--- config.mk ---
export PLATFORM = sky130hd
export DESIGN_NAME = bus_lock_ctrl
export DESIGN_NICKNAME = d
export VERILOG_FILES = /design/src/rtl/bus_lock_pkg.sv /design/src/rtl/lk_decode.sv /design/src/rtl/lk_pend.sv /design/src/rtl/lk_seq.sv /design/src/rtl/bus_lock_ctrl.sv
export SDC_FILE = /design/constraint.sdc
export NUM_CORES = 1
export LEC_CHECK = 0
export BUFFER_PORTS_ARGS = -buffer_cell sky130_fd_sc_hd__buf_2
export CAP_MARGIN = 40
export CELL_PAD_IN_SITES_DETAIL_PLACEMENT = 1
export CELL_PAD_IN_SITES_GLOBAL_PLACEMENT = 1
export CORE_UTILIZATION = 40
export CTS_BUF_LIST = sky130_fd_sc_hd__clkbuf_8
export CTS_CLUSTER_SIZE = 10
export DETAILED_ROUTE_END_ITERATION = 16
export HOLD_SLACK_MARGIN = 0.06
export PLACE_DENSITY_LB_ADDON = 0.1
export SLEW_MARGIN = 5
export SYNTH_ARGS = -nofsm -noshare
export SYNTH_HDL_FRONTEND = slang
export SYNTH_SLANG_ARGS = --single-unit
export TNS_END_PERCENT = 5
--- constraint.sdc ---
create_clock -name clk -period 2.05 [get_ports clk]
set_clock_uncertainty 0.2 [all_clocks]
set_input_delay 0.1025 -clock clk [delete_from_list [all_inputs] [get_ports clk]]
set_output_delay 0.1025 -clock clk [all_outputs]
set_load 0.02 [all_outputs]
--- src/rtl/bus_lock_pkg.sv ---
package bus_lock_pkg;

    // class codes of the instruction descriptor
    localparam logic [3:0] CLS_OTHER   = 4'd0;
    localparam logic [3:0] CLS_BITTEST = 4'd1;
    localparam logic [3:0] CLS_XCHG    = 4'd2;
    localparam logic [3:0] CLS_ALU2    = 4'd3;
    localparam logic [3:0] CLS_ALU1    = 4'd4;

    // implicit request slots, lower index has higher priority
    localparam int IMPL_INTA     = 0;
    localparam int IMPL_TASKBUSY = 1;
    localparam int IMPL_DESC     = 2;
    localparam int IMPL_PTE_AD   = 3;
    localparam int IMPL_KINDS    = 4;

    typedef enum logic [1:0] {
        SQ_IDLE  = 2'd0,
        SQ_ARM   = 2'd1,
        SQ_START = 2'd2,
        SQ_WAIT  = 2'd3
    } sq_state_e;

endpackage

--- src/rtl/lk_decode.sv ---
module lk_decode
    import bus_lock_pkg::*;
(
    input  logic       valid,
    input  logic       pfx,
    input  logic [3:0] cls,
    input  logic       dst_mem,
    output logic       want_lock,
    output logic       fault
);

    logic listed;
    logic xchg_mem;

    always_comb begin
        unique case (cls)
            CLS_BITTEST, CLS_XCHG, CLS_ALU2, CLS_ALU1: listed = 1'b1;
            default:                                   listed = 1'b0;
        endcase
        xchg_mem  = (cls == CLS_XCHG) && dst_mem;
        fault     = valid && pfx && !(listed && dst_mem);
        want_lock = valid && !fault && (pfx || xchg_mem);
    end

endmodule

--- src/rtl/lk_pend.sv ---
module lk_pend #(
    parameter int NIMPL = 4,
    parameter int BW    = 4
) (
    input  logic             clk,
    input  logic             rst_n,
    input  logic             insn_req,
    input  logic [BW-1:0]    insn_beats,
    input  logic [NIMPL-1:0] impl_req,
    input  logic [BW-1:0]    impl_beats,
    input  logic             take,
    output logic             any_pend,
    output logic [BW-1:0]    sel_beats
);

    localparam int NS = NIMPL + 1;

    logic [NS-1:0] set_v;
    logic [BW-1:0] bin_v [NS];
    logic [NS-1:0] pend_q;
    logic [BW-1:0] beats_q [NS];
    logic [NS-1:0] gnt;

    for (genvar g = 0; g < NS; g++) begin : g_slot
        if (g < NIMPL) begin : g_impl
            assign set_v[g] = impl_req[g];
            assign bin_v[g] = impl_beats;
        end else begin : g_insn
            assign set_v[g] = insn_req;
            assign bin_v[g] = insn_beats;
        end
    end

    // fixed priority: lowest slot index first
    always_comb begin
        logic found;
        found = 1'b0;
        gnt   = '0;
        for (int i = 0; i < NS; i++) begin
            if (pend_q[i] && !found) begin
                gnt[i] = 1'b1;
                found  = 1'b1;
            end
        end
        sel_beats = '0;
        for (int i = 0; i < NS; i++) begin
            if (gnt[i]) sel_beats = beats_q[i];
        end
    end

    assign any_pend = |pend_q;

    always_ff @(posedge clk) begin
        if (!rst_n) begin
            pend_q <= '0;
            for (int i = 0; i < NS; i++) beats_q[i] <= '0;
        end else begin
            for (int i = 0; i < NS; i++) begin
                if (set_v[i] && (!pend_q[i] || (take && gnt[i]))) begin
                    pend_q[i]  <= 1'b1;
                    beats_q[i] <= bin_v[i];
                end else if (take && gnt[i]) begin
                    pend_q[i] <= 1'b0;
                end
            end
        end
    end

endmodule

--- src/rtl/lk_seq.sv ---
module lk_seq
    import bus_lock_pkg::*;
#(
    parameter int BW = 4
) (
    input  logic          clk,
    input  logic          rst_n,
    input  logic          any_pend,
    input  logic [BW-1:0] pend_beats,
    input  logic          bus_done,
    output logic          take,
    output logic          lock_n,
    output logic          bus_start,
    output logic          active
);

    localparam logic [BW-1:0] ONE = BW'(1);

    sq_state_e     state_q, state_d;
    logic [BW-1:0] rem_q;

    always_comb begin
        state_d = state_q;
        unique case (state_q)
            SQ_IDLE:  if (any_pend) state_d = SQ_ARM;
            SQ_ARM:   state_d = SQ_START;
            SQ_START: state_d = SQ_WAIT;
            SQ_WAIT:  if (bus_done) state_d = (rem_q == ONE) ? SQ_IDLE : SQ_START;
        endcase
    end

    always_ff @(posedge clk) begin
        if (!rst_n) begin
            state_q <= SQ_IDLE;
            rem_q   <= ONE;
        end else begin
            state_q <= state_d;
            if (take) begin
                rem_q <= (pend_beats == '0) ? ONE : pend_beats;
            end else if (state_q == SQ_WAIT && bus_done && rem_q != ONE) begin
                rem_q <= rem_q - ONE;
            end
        end
    end

    always_comb begin
        take      = (state_q == SQ_IDLE) && any_pend;
        lock_n    = (state_q == SQ_IDLE);
        bus_start = (state_q == SQ_START);
        active    = (state_q != SQ_IDLE);
    end

endmodule

--- src/rtl/bus_lock_ctrl.sv ---
module bus_lock_ctrl
    import bus_lock_pkg::*;
#(
    parameter int BEAT_W   = 4,
    parameter int NUM_IMPL = IMPL_KINDS
) (
    input  logic                clk,
    input  logic                rst_n,
    input  logic                insn_valid,
    input  logic                insn_lock_pfx,
    input  logic [3:0]          insn_class,
    input  logic                insn_dst_mem,
    input  logic [BEAT_W-1:0]   insn_beats,
    input  logic [NUM_IMPL-1:0] impl_req,
    input  logic [BEAT_W-1:0]   impl_beats,
    input  logic                bus_done,
    output logic                bus_start,
    output logic                lock_n,
    output logic                ud_fault,
    output logic                lock_active
);

    logic              want_lock;
    logic              bad_pfx;
    logic              take;
    logic              any_pend;
    logic [BEAT_W-1:0] sel_beats;

    lk_decode u_dec (
        .valid     (insn_valid),
        .pfx       (insn_lock_pfx),
        .cls       (insn_class),
        .dst_mem   (insn_dst_mem),
        .want_lock (want_lock),
        .fault     (bad_pfx)
    );

    lk_pend #(.NIMPL(NUM_IMPL), .BW(BEAT_W)) u_pend (
        .clk        (clk),
        .rst_n      (rst_n),
        .insn_req   (want_lock),
        .insn_beats (insn_beats),
        .impl_req   (impl_req),
        .impl_beats (impl_beats),
        .take       (take),
        .any_pend   (any_pend),
        .sel_beats  (sel_beats)
    );

    lk_seq #(.BW(BEAT_W)) u_seq (
        .clk        (clk),
        .rst_n      (rst_n),
        .any_pend   (any_pend),
        .pend_beats (sel_beats),
        .bus_done   (bus_done),
        .take       (take),
        .lock_n     (lock_n),
        .bus_start  (bus_start),
        .active     (lock_active)
    );

    always_ff @(posedge clk) begin
        if (!rst_n) ud_fault <= 1'b0;
        else        ud_fault <= bad_pfx;
    end

endmodule

==> results.md, run 1 <==
* Min-Delay Path Class: in2reg
* Hold Crit Depth at 4
* Flop and latch count out of synthesis at 32
* Post-DR wirelength/cell at approximately 19 µm
* Yosys warning count at 0
* Layout Cells excl Fill at 268
* H-tree Lvls at 2
* Worst reg2reg path depth at 5
* Vias per cell at 5.537
* Startpoint types: flip-flop
* Hold Slack at between 100 and 150 ps
* Syn Area/Cell at 9.994 µm²
* Die W at approximately 65 µm
* Initial Util at between 40% and 50%
* # IOs at 26
* Number of synthesized flops with an enable pin at 20
* Final Hold Viols at 0
* Outcome: complete, but fails checks
* Routed Antenna Nets at 0
* Worst path required time at 1980 ps
* Critical Path AT at about 2000 ps
* Placer Congestion at 0.8105
* P_leak at 0.9090 nW
* Failing checks: setup timing
* Core Box Area at 0.003771 mm²
* TritonCTS clock tree: yes
* Fin. max-slew vios at 0
* Residual DRC at 0
* Post-layout util at 59.09%
* Cell count after synthesis at between 150 and 200
* Sequential fraction of the synthesis area at 52.26%
* N_diodes at 0
* Dpl ws at -40.73 ps
* PnR worst setup slack at -3.050 ps
* Iteration-0 DRC Markers at 42
* Power Dens Cells at just over 800 mW/mm²
* GR Overflow Total at 0
* Vias in the first global route at 1504
* Sink Count at 32
* Final WL at approximately 5100 µm
* First-pass GRT wire length at about 7400 µm
* Slew @ Worst Pin at 376.6 ps
* P&R area growth vs syn at 38.49%
* Core Rows at 22
* Synth Cell Area at 0.001609 mm²
* RSZ-0062 raised after global routing: true
* Nets at 243
* Syn_nets at 185
* Final min period at 2053 ps
* I/O Buffers at 25
* Worst relative slew slack at approximately three quarters
* Area of the die at about 0.0043 mm²
* CP Class: reg2reg
* Fin area at between 0.002 and 0.0025 mm²
* Placed cell area at 0.001854 mm²
* Ys async rst share at 0%
* Synth Flop Type: edfxtp_1
* Setup bufs post-CTS at 0
* Post-DP HPWL at 3019 µm
* TritonCTS buffer count at 5
* Final cycle utilization of the critical path at 100.1%
* Die Y at ~65 µm
* Clk Tree Root Cell: clkbuf_8
* Worst VDD drop at 0.4622 mV
* Synth unique cells at 46
* Layout cell share with drive strength beyond 1 at 26.36%
* Post-Place Cells at roughly 240
* Largest net degree at the start of global routing at 20
* Clock Latency Late Sink at roughly 310 ps
* CTS clk-pin slew, worst paths at 70 ps
* Critical path peak fanout at 11
* First drt pass iteration count at 4
* Crit path capture type: flip-flop
* Clk buf depth at 2
* MaxCap Viol Count at 0
* Via count at 1484
* Total track usage at approximately a quarter
* Initial antenna violation count at 0
* Fmax achieved at 0.4871 GHz
* Final Setup Violations at 2
## synth_stat cells (2+ instances only)
library cell  count  area [µm²]
inv_1             9       33.78
xnor2_1           3       26.28
edfxtp_1         20       600.6
ha_1              2       25.02
nor2_1           11       41.29
buf_2             4       20.02
a21boi_0          2       15.01
nor3_1            3       15.01
and3_1            2       12.51
o2111ai_1         3       26.28
a21oi_1           7       35.03
mux2i_1           3       30.03
nand3_1           4       20.02
nor3b_1           2       15.01
clkbuf_1          2       7.510
nand2b_1          3       18.77
nor2b_1          13       81.33
o21a_1            3       22.52
o221ai_1          2       17.52
o21ai_0           9       45.04
dfxtp_1          12       240.2
nand2_1          18       67.56
## routing by layer
layer / track usage [%] / vias up / part of all wire, %
met5: 0 / - / 0
met4: 10.60 / 0 / 2.7
met2: 43.94 / 58 / 52
met3: 6.944 / 16 / 5.6
li1: - / 698 / -
met1: 26.00 / 712 / 40
## area by class of cell
class | instances | area, µm²
fill | 420 | 1543
sequential | 32 | 842.1
clock buffer | 5 | 68.82
tap | 48 | 60.06
multi-input combinational | 113 | 753.2
timing repair buffer | 57 | 420.4
inverter | 10 | 37.54
clock inverter | 3 | 46.29
## flip-flops by register name, indices dropped and copies added, names as in the netlist
signal and cells:
ud_fault 1, u_seq.state_q 2, u_pend.pend_q 5, u_pend.beats_q 20
u_seq.rem_q 4
## critical path, cell delays in order, from the launching register on
cell       delay, ps
dfxtp_1          330
buf_4            180
o41a_1           470
o2111ai_1        330
a21oi_4          170
nor2b_2          210
## where the power goes
part | internal (mW) | total (mW) | switching [mW]
clock | 0.366 | 0.640 | 0.274
combinational | 0.172 | 0.376 | 0.204
sequential | 0.753 | 0.801 | 0.0479
## worst paths after layout
check                        startpoint               endpoint  slack, ps
setup / recovery       u_pend.pend_q[1]  u_pend.beats_q[0][15]         -3
hold / removal            insn_class[1]       u_pend.pend_q[4]        120
setup reg to reg       u_pend.pend_q[1]  u_pend.beats_q[0][15]         -3
hold reg to reg   u_pend.beats_q[0][16]         u_seq.rem_q[0]        410
## cells in the final DEF (no fill, tap or decap), drive strengths merged, types with 8 or more instances in the layout
| master | instances |
|---|---|
| o21ai | 10 |
| nand2 | 18 |
| dlygate4sd3 | 21 |
| dfxtp | 12 |
| edfxtp | 20 |
| inv | 11 |
| nor2b | 13 |
| a21oi | 8 |
| buf | 35 |
| nor2 | 12 |
## cells by family after synthesis
logic type               count (synthesis)  share of synthesized area, %
AO/OA/AOI/OAI                           41                         18.12
XOR/XNOR                                 3                         1.633
adder cells (fa/ha/maj)                  2                         1.555
buffers and inverters                   16                         4.043
flip-flops                              32                         52.26
multiplexers                             3                         1.866
AND/OR/NAND/NOR                         64                         20.53
## timing repair
item                       4_1_cts  5_1_grt
pin swaps                        0        1
setup endpoints to repair       20       28
resized for setup                4        9
hold endpoints to repair        31        0
hold buffers                    21        0
## stage by stage
stage,total power [mW],TNS [ps]
floorplan,0.9956,0
global placement,1.114,0
detailed placement,1.124,-252.0
CTS,1.780,-153.6
global route,1.899,-1123
finish,1.817,-6.084
No activity file was read; power rests on OpenSTA's default activity.
==> run 2, diff against run 1 <==
CORE_UTILIZATION = 25   (was 40)
==> run 2 against run 1 <==
Effect of this change: the run now ends clean; flip-flop and latch count did not move; core utilization fell by 21 points; combinational power rose by 6.4%; wire length fell by 7.7%; sequential power fell by 1%; final area rose by 2.5%; critical path depth fell by 1; die area rose by 58%; largest cell class unchanged; highest routed layer unchanged.
==> results.md, run 2 (same netlist as run 1, synthesis figures left out) <==
* Iteration-0 DRC Markers at 26 (-38%)
* Post-layout util at 37.70% (-21 points)
* Clk buf depth at 2 (unchanged)
* Top Registers: u_pend.beats_q: 20 flops, u_pend.pend_q: 5 flops, u_seq.rem_q: 4 flops
* Largest register by flop count: u_pend.beats_q
* N_diodes at 0 (unchanged)
* Placed cell area at 0.001933 mm² (+4.3%)
* P_leak at 0.9236 nW (+1.6%)
* Dpl ws at -55.76 ps (-15.03 ps)
* Slowest stage delay, CP at 400 ps (-70 ps)
* Slew @ Worst Pin at 421.2 ps (+44.54 ps)
* Layout cell share with drive strength beyond 1 at 29.46% (+3.1 points)
* First-pass GRT wire length at 7610 µm (+2.9%)
* Initial Util at 26.55% (-16 points)
* Largest net degree at the start of global routing at 12 (-40%)
* Final Setup Violations at 0 (-2)
* Reg-to-reg endpoint: u_pend.beats_q[0][17]
* Final WL at 4667 µm (-7.7%)
* Fin area at 0.002285 mm² (+2.5%)
* Nets at 247 (+1.6%)
* Fin. max-slew vios at 0 (unchanged)
* H-tree Lvls at 2 (unchanged)
* MaxCap Viol Count at 0 (unchanged)
* Vias per cell at 4.709 (-15%)
* CP Class: reg2reg
* Placer Congestion at 0.7925 (-2.2%)
* P&R area growth vs syn at 41.99%
* Worst VDD drop at 0.3863 mV (-16%)
* First drt pass iteration count at 4 (unchanged)
* Most common cell after layout, fill and taps aside: buf_2
* Crit path to: u_pend.beats_q[0][17]
* Flop2flop setup slack at 20 ps (+20 ps)
* Via count at 1408 (-5.1%)
* Max reg flops at 20 (unchanged)
* Critical Path AT at 1820 ps (-170 ps)
* Sink Count at 32 (unchanged)
* Core Box Area at 0.006061 mm² (+61%)
* Initial antenna violation count at 0 (unchanged)
* Final min period at 2031 ps (-21.95 ps)
* Outcome: finished, final reports clean
* Fillers at 677 (+61%)
* Final cycle utilization of the critical path at 99.08% (-1.1 points)
* R2r startpoint: u_pend.pend_q[0]
* Final Hold Viols at 0 (unchanged)
* # IOs at 26 (unchanged)
* Residual DRC at 0 (unchanged)
* Power Total at 1.787 mW (-1.7%)
* Post-DP HPWL at 3581 µm (+19%)
* Crit-path cells: or3_4, o31a_1, a211oi_4, nand2b_2
* TritonCTS buffer count at 5 (unchanged)
* Min-Delay Path Class: in2reg
* Area of the die at 0.006761 mm² (+58%)
* Core Rows at 28 (+27%)
* Critical path peak fanout at 4 (-7)
* Startpoint types: flip-flop
* Crit path capture type: flip-flop
* Die Y at 82.23 µm (+26%)
* Final setup TNS at 0 ps (+6.084 ps)
* CTS clk-pin slew, worst paths at 70 ps (about the same)
* Total track usage at 15.66% (-8.6 points)
* RSZ-0062 raised after global routing: true
* Worst path required time at 1840 ps (-140 ps)
* Worst relative slew slack at 71.63% (-3.2 points)
* I/O Buffers at 25 (unchanged)
* Clock Latency Late Sink at 280 ps (-30 ps)
* TritonCTS clock tree: yes
* Slowest-stage cell, CP: or3_4
* CP startpoint: u_pend.pend_q[0]
* Routed Antenna Nets at 0 (unchanged)
* GR Overflow Total at 0 (unchanged)
* Post-DR wirelength/cell at 15.61 µm (-17%)
* Power Dens Cells at 782.0 mW/mm² (-4.1%)
* Clk Tree Root Cell: clkbuf_8
* Worst reg2reg path depth at 4 (-1)
* Commonest cells after routing, fill and taps aside: buf_2 (25), edfxtp_1 (20), nand2_1 (18), dlygate4sd3_1 (18), buf_4 (18)
* Die W at 82.23 µm (+26%)
* Fmax achieved at 0.4923 GHz (+1.1%)
* PnR worst setup slack at 18.90 ps (+21.95 ps)
* Vias in the first global route at 1523 (+1.3%)
run 2: worst max-delay path, delay by kind of cell, from the launching register on:
kind	cells	cell delay (ps)
flops	1	330
simple gates	2	630
compound gates	2	580
run 2: what timing repair did:
action,in CTS,in global routing
hold buffers,18,0
gates resized for setup,7,5
buffers inserted,0,1
hold endpoints to repair,31,0
pin swaps,1,2
setup endpoints to repair,20,27
run 2: metrics by stage:
stage | instances | hold slack, ps
CTS | 298 | 138.0
floorplan | 161 | 8.330
global placement | 272 | 112.3
finish | 299 | 127.1
global route | 299 | 147.6
detailed placement | 272 | 124.2
run 2: worst min path at each step:
stage	startpoint	to	slack, ps	cells after the start
final	insn_valid	u_pend.pend_q[4]	130	4
after global routing	insn_valid	u_pend.pend_q[4]	150	4
after CTS	insn_class[1]	u_pend.pend_q[4]	140	4
after detailed placement	insn_dst_mem	ud_fault	120	2
after global placement	insn_dst_mem	ud_fault	110	2
after floorplan	insn_dst_mem	ud_fault	8	1
run 2: area by class of cell:
class                           instances  area [µm²]  share of cell area (%)
Sequential cell                        32       840.8                   36.80
Multi-Input combinational cell        113       760.7                   33.30
Timing Repair Buffer                   61       440.4                   19.28
Tap cell                               75       93.84                   4.107
Clock buffer                            5       68.82                   3.012
Clock inverter                          3       42.54                   1.862
Inverter                               10       37.54                   1.643
run 2: where the power goes:
| part | leakage (nW) | internal, mW | total [mW] | switching (mW) |
|---|---|---|---|---|
| registers | 0.312 | 0.752 | 0.789 | 0.0361 |
| clock network | 0.0541 | 0.359 | 0.598 | 0.239 |
| logic | 0.558 | 0.186 | 0.400 | 0.213 |
run 2: layer usage:
metal	vias up	wire, µm	GRT usage [%]
met1	679	2156	18.98
met4	0	82	6.316
met3	7	98	2.747
met2	18	2329	27.27
met5	-	0	0
li1	704	-	-
